`config.mk`:
```
export PLATFORM = sky130hd
export DESIGN_NAME = mem_fault_dec
export DESIGN_NICKNAME = d
export VERILOG_FILES = /design/src/rtl/mfd_pkg.sv /design/src/rtl/mfd_region_dec.sv /design/src/rtl/mfd_slot_dec.sv /design/src/rtl/mfd_fault_eval.sv /design/src/rtl/mem_fault_dec.sv
export SDC_FILE = /design/constraint.sdc
export NUM_CORES = 1
export LEC_CHECK = 0
export CAP_MARGIN = 30
export CORE_MARGIN = 10
export CORE_UTILIZATION = 41
export DETAILED_ROUTE_END_ITERATION = 7
export PLACE_DENSITY = 0.79
export SKIP_LAST_GASP = 1
export SYNTH_ARGS = -nofsm -noshare
export SYNTH_HDL_FRONTEND = slang
export SYNTH_SLANG_ARGS = --single-unit
```
`constraint.sdc`:
```
create_clock -name clk_i -period 0.8 [get_ports clk_i]
set_input_delay 0.08 -clock clk_i [delete_from_list [all_inputs] [get_ports clk_i]]
set_output_delay 0.08 -clock clk_i [all_outputs]
set_load 0.02 [all_outputs]
```
`src/rtl/mfd_pkg.sv`:
```
package mfd_pkg;
  localparam int unsigned ADDR_W     = 32;
  localparam int unsigned SLOT_IDX_W = 7;
  localparam int unsigned NUM_SLOTS  = 1 << SLOT_IDX_W;
  localparam int unsigned OFF_W      = 14;
  localparam int unsigned WFIELD_W   = 5;

  typedef enum logic [1:0] {
    ABT_NONE     = 2'b00,
    ABT_PREFETCH = 2'b01,
    ABT_DATA     = 2'b10
  } abort_kind_e;

  typedef enum logic [2:0] {
    RG_FLASH,
    RG_SRAM,
    RG_HOLE,
    RG_BOOT,
    RG_RSV,
    RG_APB,
    RG_AHB
  } region_e;

  typedef struct packed {
    logic                  abort;
    abort_kind_e           kind;
    logic                  apb_sel;
    logic                  ahb_sel;
    logic [SLOT_IDX_W-1:0] slot;
    logic [OFF_W-1:0]      off;
  } dec_out_t;
endpackage

```
`src/rtl/mfd_region_dec.sv`:
```
module mfd_region_dec
  import mfd_pkg::*;
#(
  parameter logic [ADDR_W-1:0] SRAM_BASE = 32'h4000_0000,
  parameter logic [ADDR_W-1:0] SRAM_UNIT = 32'h0000_0800,
  parameter logic [ADDR_W-1:0] BOOT_BASE = 32'h7FFF_E000,
  parameter logic [ADDR_W-1:0] RSV_BASE  = 32'h8000_0000,
  parameter logic [ADDR_W-1:0] APB_BASE  = 32'hE000_0000,
  parameter logic [ADDR_W-1:0] AHB_BASE  = 32'hF000_0000
) (
  input  logic [ADDR_W-1:0] addr_i,
  input  logic [1:0]        sram_cfg_i,
  output region_e           region_o
);
  localparam int unsigned NUM_CFG = 3;

  logic [ADDR_W-1:0] sram_top [NUM_CFG];
  logic [ADDR_W-1:0] sram_end;

  for (genvar g = 0; g < NUM_CFG; g++) begin : g_sram_top
    assign sram_top[g] = SRAM_BASE + (SRAM_UNIT << g);
  end

  always_comb begin
    unique case (sram_cfg_i)
      2'd1:    sram_end = sram_top[1];
      2'd2:    sram_end = sram_top[2];
      default: sram_end = sram_top[0];
    endcase
  end

  always_comb begin
    if (addr_i < SRAM_BASE)       region_o = RG_FLASH;
    else if (addr_i < sram_end)   region_o = RG_SRAM;
    else if (addr_i < BOOT_BASE)  region_o = RG_HOLE;
    else if (addr_i < RSV_BASE)   region_o = RG_BOOT;
    else if (addr_i < APB_BASE)   region_o = RG_RSV;
    else if (addr_i < AHB_BASE)   region_o = RG_APB;
    else                          region_o = RG_AHB;
  end
endmodule

```
`src/rtl/mfd_slot_dec.sv`:
```
module mfd_slot_dec
  import mfd_pkg::*;
#(
  parameter logic [NUM_SLOTS-1:0]          APB_MASK  = '1,
  parameter logic [NUM_SLOTS-1:0]          AHB_MASK  = '1,
  parameter logic [NUM_SLOTS*WFIELD_W-1:0] APB_OFF_W = {NUM_SLOTS{5'd8}}
) (
  input  logic [27:0]           addr_i,
  output logic [SLOT_IDX_W-1:0] apb_idx_o,
  output logic [SLOT_IDX_W-1:0] ahb_idx_o,
  output logic                  apb_hit_o,
  output logic                  ahb_hit_o,
  output logic [OFF_W-1:0]      apb_off_o
);
  localparam int unsigned APB_IDX_LSB = OFF_W;
  localparam int unsigned AHB_IDX_LSB = APB_IDX_LSB + SLOT_IDX_W;

  logic [OFF_W-1:0] off_mask [NUM_SLOTS];

  for (genvar g = 0; g < NUM_SLOTS; g++) begin : g_mask
    localparam int unsigned RAW_W = int'(APB_OFF_W[g*WFIELD_W +: WFIELD_W]);
    localparam int unsigned EFF_W = (RAW_W > OFF_W) ? OFF_W : RAW_W;
    assign off_mask[g] = OFF_W'((32'd1 << EFF_W) - 32'd1);
  end

  assign apb_idx_o = addr_i[APB_IDX_LSB +: SLOT_IDX_W];
  assign ahb_idx_o = addr_i[AHB_IDX_LSB +: SLOT_IDX_W];

  // Register space only indexes its low 2 MB; anything above is unassigned.
  assign apb_hit_o = (ahb_idx_o == '0) && APB_MASK[apb_idx_o];
  assign ahb_hit_o = AHB_MASK[ahb_idx_o];
  assign apb_off_o = addr_i[OFF_W-1:0] & off_mask[apb_idx_o];
endmodule

```
`src/rtl/mfd_fault_eval.sv`:
```
module mfd_fault_eval
  import mfd_pkg::*;
(
  input  logic                  valid_i,
  input  logic                  fetch_i,
  input  region_e               region_i,
  input  logic [SLOT_IDX_W-1:0] apb_idx_i,
  input  logic [SLOT_IDX_W-1:0] ahb_idx_i,
  input  logic                  apb_hit_i,
  input  logic                  ahb_hit_i,
  input  logic [OFF_W-1:0]      apb_off_i,
  output dec_out_t              dec_o
);
  logic periph;
  logic fault;

  assign periph = (region_i == RG_APB) || (region_i == RG_AHB);

  always_comb begin
    unique case (region_i)
      RG_HOLE, RG_RSV: fault = 1'b1;
      RG_APB:          fault = fetch_i || !apb_hit_i;
      RG_AHB:          fault = fetch_i || !ahb_hit_i;
      default:         fault = 1'b0;
    endcase
  end

  always_comb begin
    dec_o = '0;
    if (valid_i) begin
      if (fault) begin
        dec_o.abort = 1'b1;
        dec_o.kind  = fetch_i ? ABT_PREFETCH : ABT_DATA;
      end else if (periph) begin
        if (region_i == RG_APB) begin
          dec_o.apb_sel = 1'b1;
          dec_o.slot    = apb_idx_i;
          dec_o.off     = apb_off_i;
        end else begin
          dec_o.ahb_sel = 1'b1;
          dec_o.slot    = ahb_idx_i;
        end
      end
    end
  end
endmodule

```
`src/rtl/mem_fault_dec.sv`:
```
module mem_fault_dec
  import mfd_pkg::*;
#(
  parameter logic [NUM_SLOTS-1:0]          APB_MASK  = 128'h8000_0000_0000_0000_0000_0000_0000_0FFF,
  parameter logic [NUM_SLOTS-1:0]          AHB_MASK  = 128'h8000_0000_0000_0000_0000_0000_0000_0001,
  parameter logic [NUM_SLOTS*WFIELD_W-1:0] APB_OFF_W = {{(NUM_SLOTS-4){5'd8}}, 5'd8, 5'd4, 5'd14, 5'd2}
) (
  input  logic                  clk_i,
  input  logic                  rst_ni,
  input  logic                  valid_i,
  input  logic                  fetch_i,
  input  logic [ADDR_W-1:0]     addr_i,
  input  logic [1:0]            sram_cfg_i,
  output logic                  abort_o,
  output logic [1:0]            abort_kind_o,
  output logic                  apb_sel_o,
  output logic                  ahb_sel_o,
  output logic [SLOT_IDX_W-1:0] slot_o,
  output logic [OFF_W-1:0]      off_o
);
  region_e               region;
  logic [SLOT_IDX_W-1:0] apb_idx, ahb_idx;
  logic                  apb_hit, ahb_hit;
  logic [OFF_W-1:0]      apb_off;
  dec_out_t              dec_d, dec_q;

  mfd_region_dec u_region (
    .addr_i     (addr_i),
    .sram_cfg_i (sram_cfg_i),
    .region_o   (region)
  );

  mfd_slot_dec #(
    .APB_MASK  (APB_MASK),
    .AHB_MASK  (AHB_MASK),
    .APB_OFF_W (APB_OFF_W)
  ) u_slot (
    .addr_i    (addr_i[27:0]),
    .apb_idx_o (apb_idx),
    .ahb_idx_o (ahb_idx),
    .apb_hit_o (apb_hit),
    .ahb_hit_o (ahb_hit),
    .apb_off_o (apb_off)
  );

  mfd_fault_eval u_eval (
    .valid_i   (valid_i),
    .fetch_i   (fetch_i),
    .region_i  (region),
    .apb_idx_i (apb_idx),
    .ahb_idx_i (ahb_idx),
    .apb_hit_i (apb_hit),
    .ahb_hit_i (ahb_hit),
    .apb_off_i (apb_off),
    .dec_o     (dec_d)
  );

  always_ff @(posedge clk_i or negedge rst_ni) begin
    if (!rst_ni) dec_q <= '0;
    else         dec_q <= dec_d;
  end

  assign abort_o      = dec_q.abort;
  assign abort_kind_o = dec_q.kind;
  assign apb_sel_o    = dec_q.apb_sel;
  assign ahb_sel_o    = dec_q.ahb_sel;
  assign slot_o       = dec_q.slot;
  assign off_o        = dec_q.off;
endmodule

```
Word level (Yosys, flattened, before mapping)
Memory sizes are Yosys's and may differ from the RTL's.
Cells that the tools add are included.
Widths: inputs -> output; s select.
{ "totals": {"reg_bits": 26, "mem_bits_ro": 2048, "output_inout_bits": 26, "word_cells": 55, "mem_count": 3} }
{ "memory_table": {"columns": ["memory", "depth", "width", "rd", "rd_clocked_by_memory_dff", "wr", "line", "rtl"], "rows": [
  ["(name not given)", 128, 14, 1, 0, 0, "mfd_slot_dec.sv:32", "assign apb_off_o = addr_i[OFF_W-1:0] & off_mask[apb_idx_o];"],
  ["(name not given)", 128, 1, 1, 0, 0, "mfd_slot_dec.sv:30", "assign apb_hit_o = (ahb_idx_o == '0) && APB_MASK[apb_idx_o];"],
  ["(name not given)", 128, 1, 1, 0, 0, "mfd_slot_dec.sv:31", "assign ahb_hit_o = AHB_MASK[ahb_idx_o];"]
]} }
{ "classes": {"n_lt_le_gt_ge": 9, "eq_ne": 6, "muxes": 21, "bitwise": 2, "reduce_logical": 8} }
{ "ops": {"columns": ["cell", "count"], "rows": [
  ["$lt 32x32->1 const B", 3],
  ["$lt 32x31->1 const B", 2],
  ["$mux 23", 2],
  ["$mux 14", 3],
  ["$lt 32x31->1", 1],
  ["$pmux 14 s2", 1],
  ["$mux 26", 1],
  ["$mux 3", 6],
  ["$lt 7x8->1 const B", 2],
  ["$and 14x14->14", 1],
  ["$eq 3x3->1 const B", 3],
  ["$ge 8x8->1 const B", 1],
  ["$not 7->8", 1],
  ["$logic_not 7->1", 1],
  ["$mux 7", 1],
  ["$mux 1", 4],
  ["$mux 2", 2],
  ["$eq 3x2->1 const B", 1],
  ["$logic_or 1x1->1", 3],
  ["$pmux 1 s3", 1],
  ["$eq 2x1->1 const B", 1],
  ["$eq 2x2->1 const B", 1],
  ["$logic_not 1->1", 2],
  ["$reduce_or 2->1", 1],
  ["$logic_and 1x1->1", 1]
]} }

Depth between registers and ports, before layout
{ "logic_depth": {"ltp_word": 12, "mapped_depth": 10, "depth_no_buf": 9} }

Modules after synthesis
A second synthesis with hierarchy kept.
{ "unflattened": {"hier_cells": 149, "area_unflattened_um2": 1458.9} }
{ "by_module_without_submodules": {"columns": ["mod", "instances", "cells_each", "area_per_inst_um2"], "rows": [
  ["mem_fault_dec", 1, 26, 650.6],
  ["mfd_slot_dec", 1, 45, 305.3],
  ["mfd_fault_eval", 1, 46, 302.8],
  ["mfd_region_dec", 1, 32, 200.2]
]} }

Worst setup path before layout
No wires, ideal clock.
{ "synth_timing": {"path_type": "input to register", "start": "in addr_i[20]", "end": "reg dec_q (netlist bit off_o[10])", "setup_ns": 0.083, "arrival_time_ns": 1.730, "t_required_ns": 0.717, "slack_ns": -1.013, "stages": 6, "n_path_buf": 1, "path_cell_list": "or3_1 > or4_4 > nor4_4 > a21oi_2 > buf_6 > nor3_2"} }
{ "synth_rtl": {"columns": ["item", "line", "rtl"], "rows": [
  ["from (decl)", "mem_fault_dec.sv:12", "input logic [ADDR_W-1:0] addr_i,"],
  ["to (signal assigned)", "mem_fault_dec.sv:59", "if (!rst_ni) dec_q <= '0;"],
  ["to (signal assigned)", "mem_fault_dec.sv:60", "else dec_q <= dec_d;"],
  ["to (decl)", "mem_fault_dec.sv:25", "dec_out_t dec_d, dec_q;"]
]} }

==> metrics <==
Gate Count Post-Synth 138; outcome finished, violations left; Ys Warns 0; drt drc 0; mapped cell area 1405 sq um; GRT overflow 0; count of cell types in the netlist 39; most common cell after layout, fill and taps aside buf_4; Static Leak 1.271 nW; Final Hold Fails 1; clk slew on worst S/H paths 0.15 ns; vias per cell 6.102; Placed Cells incl. Taps 279; pin count of the biggest net entering global routing 27; combinational share of power 31.1%; root buffer cell clkbuf_4; fillers 168; gpl congestion 0.9424; CTS Sinks 26; Die Span Y 78.54 microns; Routed Antenna Nets 0; number of global-route vias before repair 1772; Die Area 6169 sq um; Sw Share 31.41%; dpl cell area 2371 sq um; clock power share 21.6%; Via Count 1794; max incr delay on CP 0.45 ns; Max Cap Viol 0; net switching power 0.8871 mW; sequential cell area 650.6 sq um; Layout Cells excl Fill 294; final instance area 2818 sq um; worst slew pin tran 0.4853 ns; cts hold-fix bufs 0; Diodes inserted 0; number of synthesized register bits 26; Pwr Density 1002 nW/um^2; peak clock frequency supported by timing 649.2 MHz; cells along the critical path buf_6 > or3_4 > or4_4 > nor4_4 > buf_4 > buf_12 > o31ai_4 > a211oi_2; aggregate global-route resource usage 18.50%; multi-input combinational cell area 1012 sq um; HP Class input pin to flop; Rows 21; Post-Syn Nets 180; WP buf/inv 3; RSZ-0062 raised after global routing yes; global-route wire length before repair 9197 microns; Stages on worst setup path 8; critical path type input pin to flop; initial antenna violation count 0; area delta synth->final 100.5%; Setup-failing EPs final 52; Worst Hold Slack -0.01669 ns; Avg Cell Area, Syn 10.18 sq um; H-Tree Depth 1; fin worst setup slack -0.7405 ns; critical path launch point addr_i[20]; Max Buffers Root-to-Sink 2; fin crit period 1.540 ns; sequential area share after synthesis 46.30%; maximum vdd drop 0.6431 mV; sequential fraction of design power 47.3%; max-slew violations 0; Critical Path AT 1.81 ns; CTS buffer count 3; Crit. End Element flop; Total Routed Length 7112 microns; Tcrit/Tclk final 192.6%; Startpoint Class input pin; CTS tree built; IO buf count 63; Critical Path RT 1.07 ns; WL/cell 24.19 microns; Setup crit end slot_o[5]; DR pass1 iterations 4; commonest cells after routing, fill and taps aside 40 x buf_4, 32 x buf_6, 26 x dfrtp_1, 14 x nor3_2, 14 x clkdlybuf4s50_1; Slew HR 67.65%; Boundary Pins 64; Int Pwr 1.937 mW; Detailed Place HPWL 3849 microns; layout cells sized above 1 59.68%; die width 78.54 microns; Worst Path Max Fanout 4; failing checks negative hold slack, negative setup slack; CP delay by family, top simple AND/OR/NAND/NOR gates; nets@finish 292; CP max stage cell or4_4; core box area 3337 sq um; DR iter-0 viols 215; Initial Util 42.11%
[power by group through the flow]
stage | logic, mW | registers (mW) | clock network (mW)
after global placement | 0.651 | 1.36 | 0
after global routing | 0.924 | 1.34 | 0.656
final | 0.877 | 1.34 | 0.610
after floorplan | 0.211 | 1.38 | 0
after CTS | 0.727 | 1.34 | 0.572
after detailed placement | 0.665 | 1.36 | 0
[layer usage]
metal / routed length [microns] / global-route usage, % / up-vias
li1: - / - / 752
met3: 472 / 2.733 / 36
met4: 340 / 8.244 / 0
met1: 2580 / 20.96 / 888
met5: 0 / 0 / -
met2: 3719 / 33.39 / 118
[worst min-delay path by stage]
stage	slack (ns)	endpoint	from	cells after the start
after floorplan	-0.22	abort_kind_o[0]	rst_ni	0
after global placement	0.45	off_o[6]	rst_ni	2
after detailed placement	0.45	off_o[6]	rst_ni	2
after CTS	0.1	off_o[4]	rst_ni	2
after global routing	0.01	abort_kind_o[1]	fetch_i	2
final	-0.02	abort_kind_o[1]	fetch_i	2
[through the flow]
stage               power (mW)  utilization (%)  TNS, ns  hold slack (ns)  worst slack, ns
finish                   2.824            84.44   -20.59         -0.01669          -0.7405
global route             2.919            84.44   -22.33          0.01094          -0.7939
CTS                      2.636            78.29   -24.33          0.09760          -0.8424
detailed placement       2.024            71.05   -42.87           0.4533           -1.504
global placement         2.009            71.05   -41.04           0.4491           -1.419
floorplan                1.590                -   -22.40          -0.2156          -0.9197
[cells in the mapped netlist]
cell type  number  share of area, %
dfrtp_1        26                46
nand3_1        12               4.3
nand2_1        11               2.9
nor3_2          9               6.4
a211oi_1        7               3.7
a21oi_1         6               2.1
inv_1           6               1.6
nor3_1          6               2.1
a22o_1          4               2.5
ha_1            4               3.6
nor2_1          4               1.1
clkbuf_1        3              0.80
mux2i_1         3               2.1
nand4_1         3               1.3
nor3b_1         3               1.6
nor4_1          3               1.3
o21ai_0         3               1.1
and2_1          2              0.89
o22ai_1         2              0.89
or4_1           2               1.1
a21bo_2         1              0.71
a21boi_0        1              0.53
a21boi_1        1              0.53
a21oi_2         1              0.62
and3_1          1              0.45
and3b_1         1              0.62
buf_6           1              0.80
nand2b_1        1              0.45
nand4b_1        1              0.62
nor4_4          1               1.5
nor4b_1         1              0.62
o21ai_1         1              0.36
o21bai_1        1              0.53
o22a_1          1              0.62
o31a_1          1              0.62
o31ai_2         1              0.89
or2_2           1              0.45
or3_1           1              0.45
or4_4           1              0.80
[cell type report]
| type | instances | area share [%] |
|---|---|---|
| timing repair buffer | 109 | 37.17 |
| clock buffer | 3 | 0.7993 |
| multi-input combinational | 104 | 35.92 |
| inverter | 6 | 0.9769 |
| sequential | 26 | 23.09 |
| tap | 46 | 2.043 |
[repair_timing]
action | 4_1_cts | 5_1_grt
resized for setup | 203 | 73
hold endpoints to repair | 0 | 1
gates cloned | 2 | 0
pin swaps | 26 | 29
setup endpoints to repair | 52 | 52
buffers inserted | 7 | 8
[state kept, by name (all words and copies together), names as in the netlist]
register	cells
apb_sel_o	1
abort_o	1
slot_o	7
abort_kind_o	2
ahb_sel_o	1
off_o	14
[logic make-up after synthesis]
group / share of synthesized area (%)
DFF: 46.30
adders and majority gates: 3.562
AOI/OAI and AO/OA: 15.76
muxes: 2.137
and+or+nand+nor: 29.03
buffers and inverters: 3.205
Power figures use the tool's default switching activity.
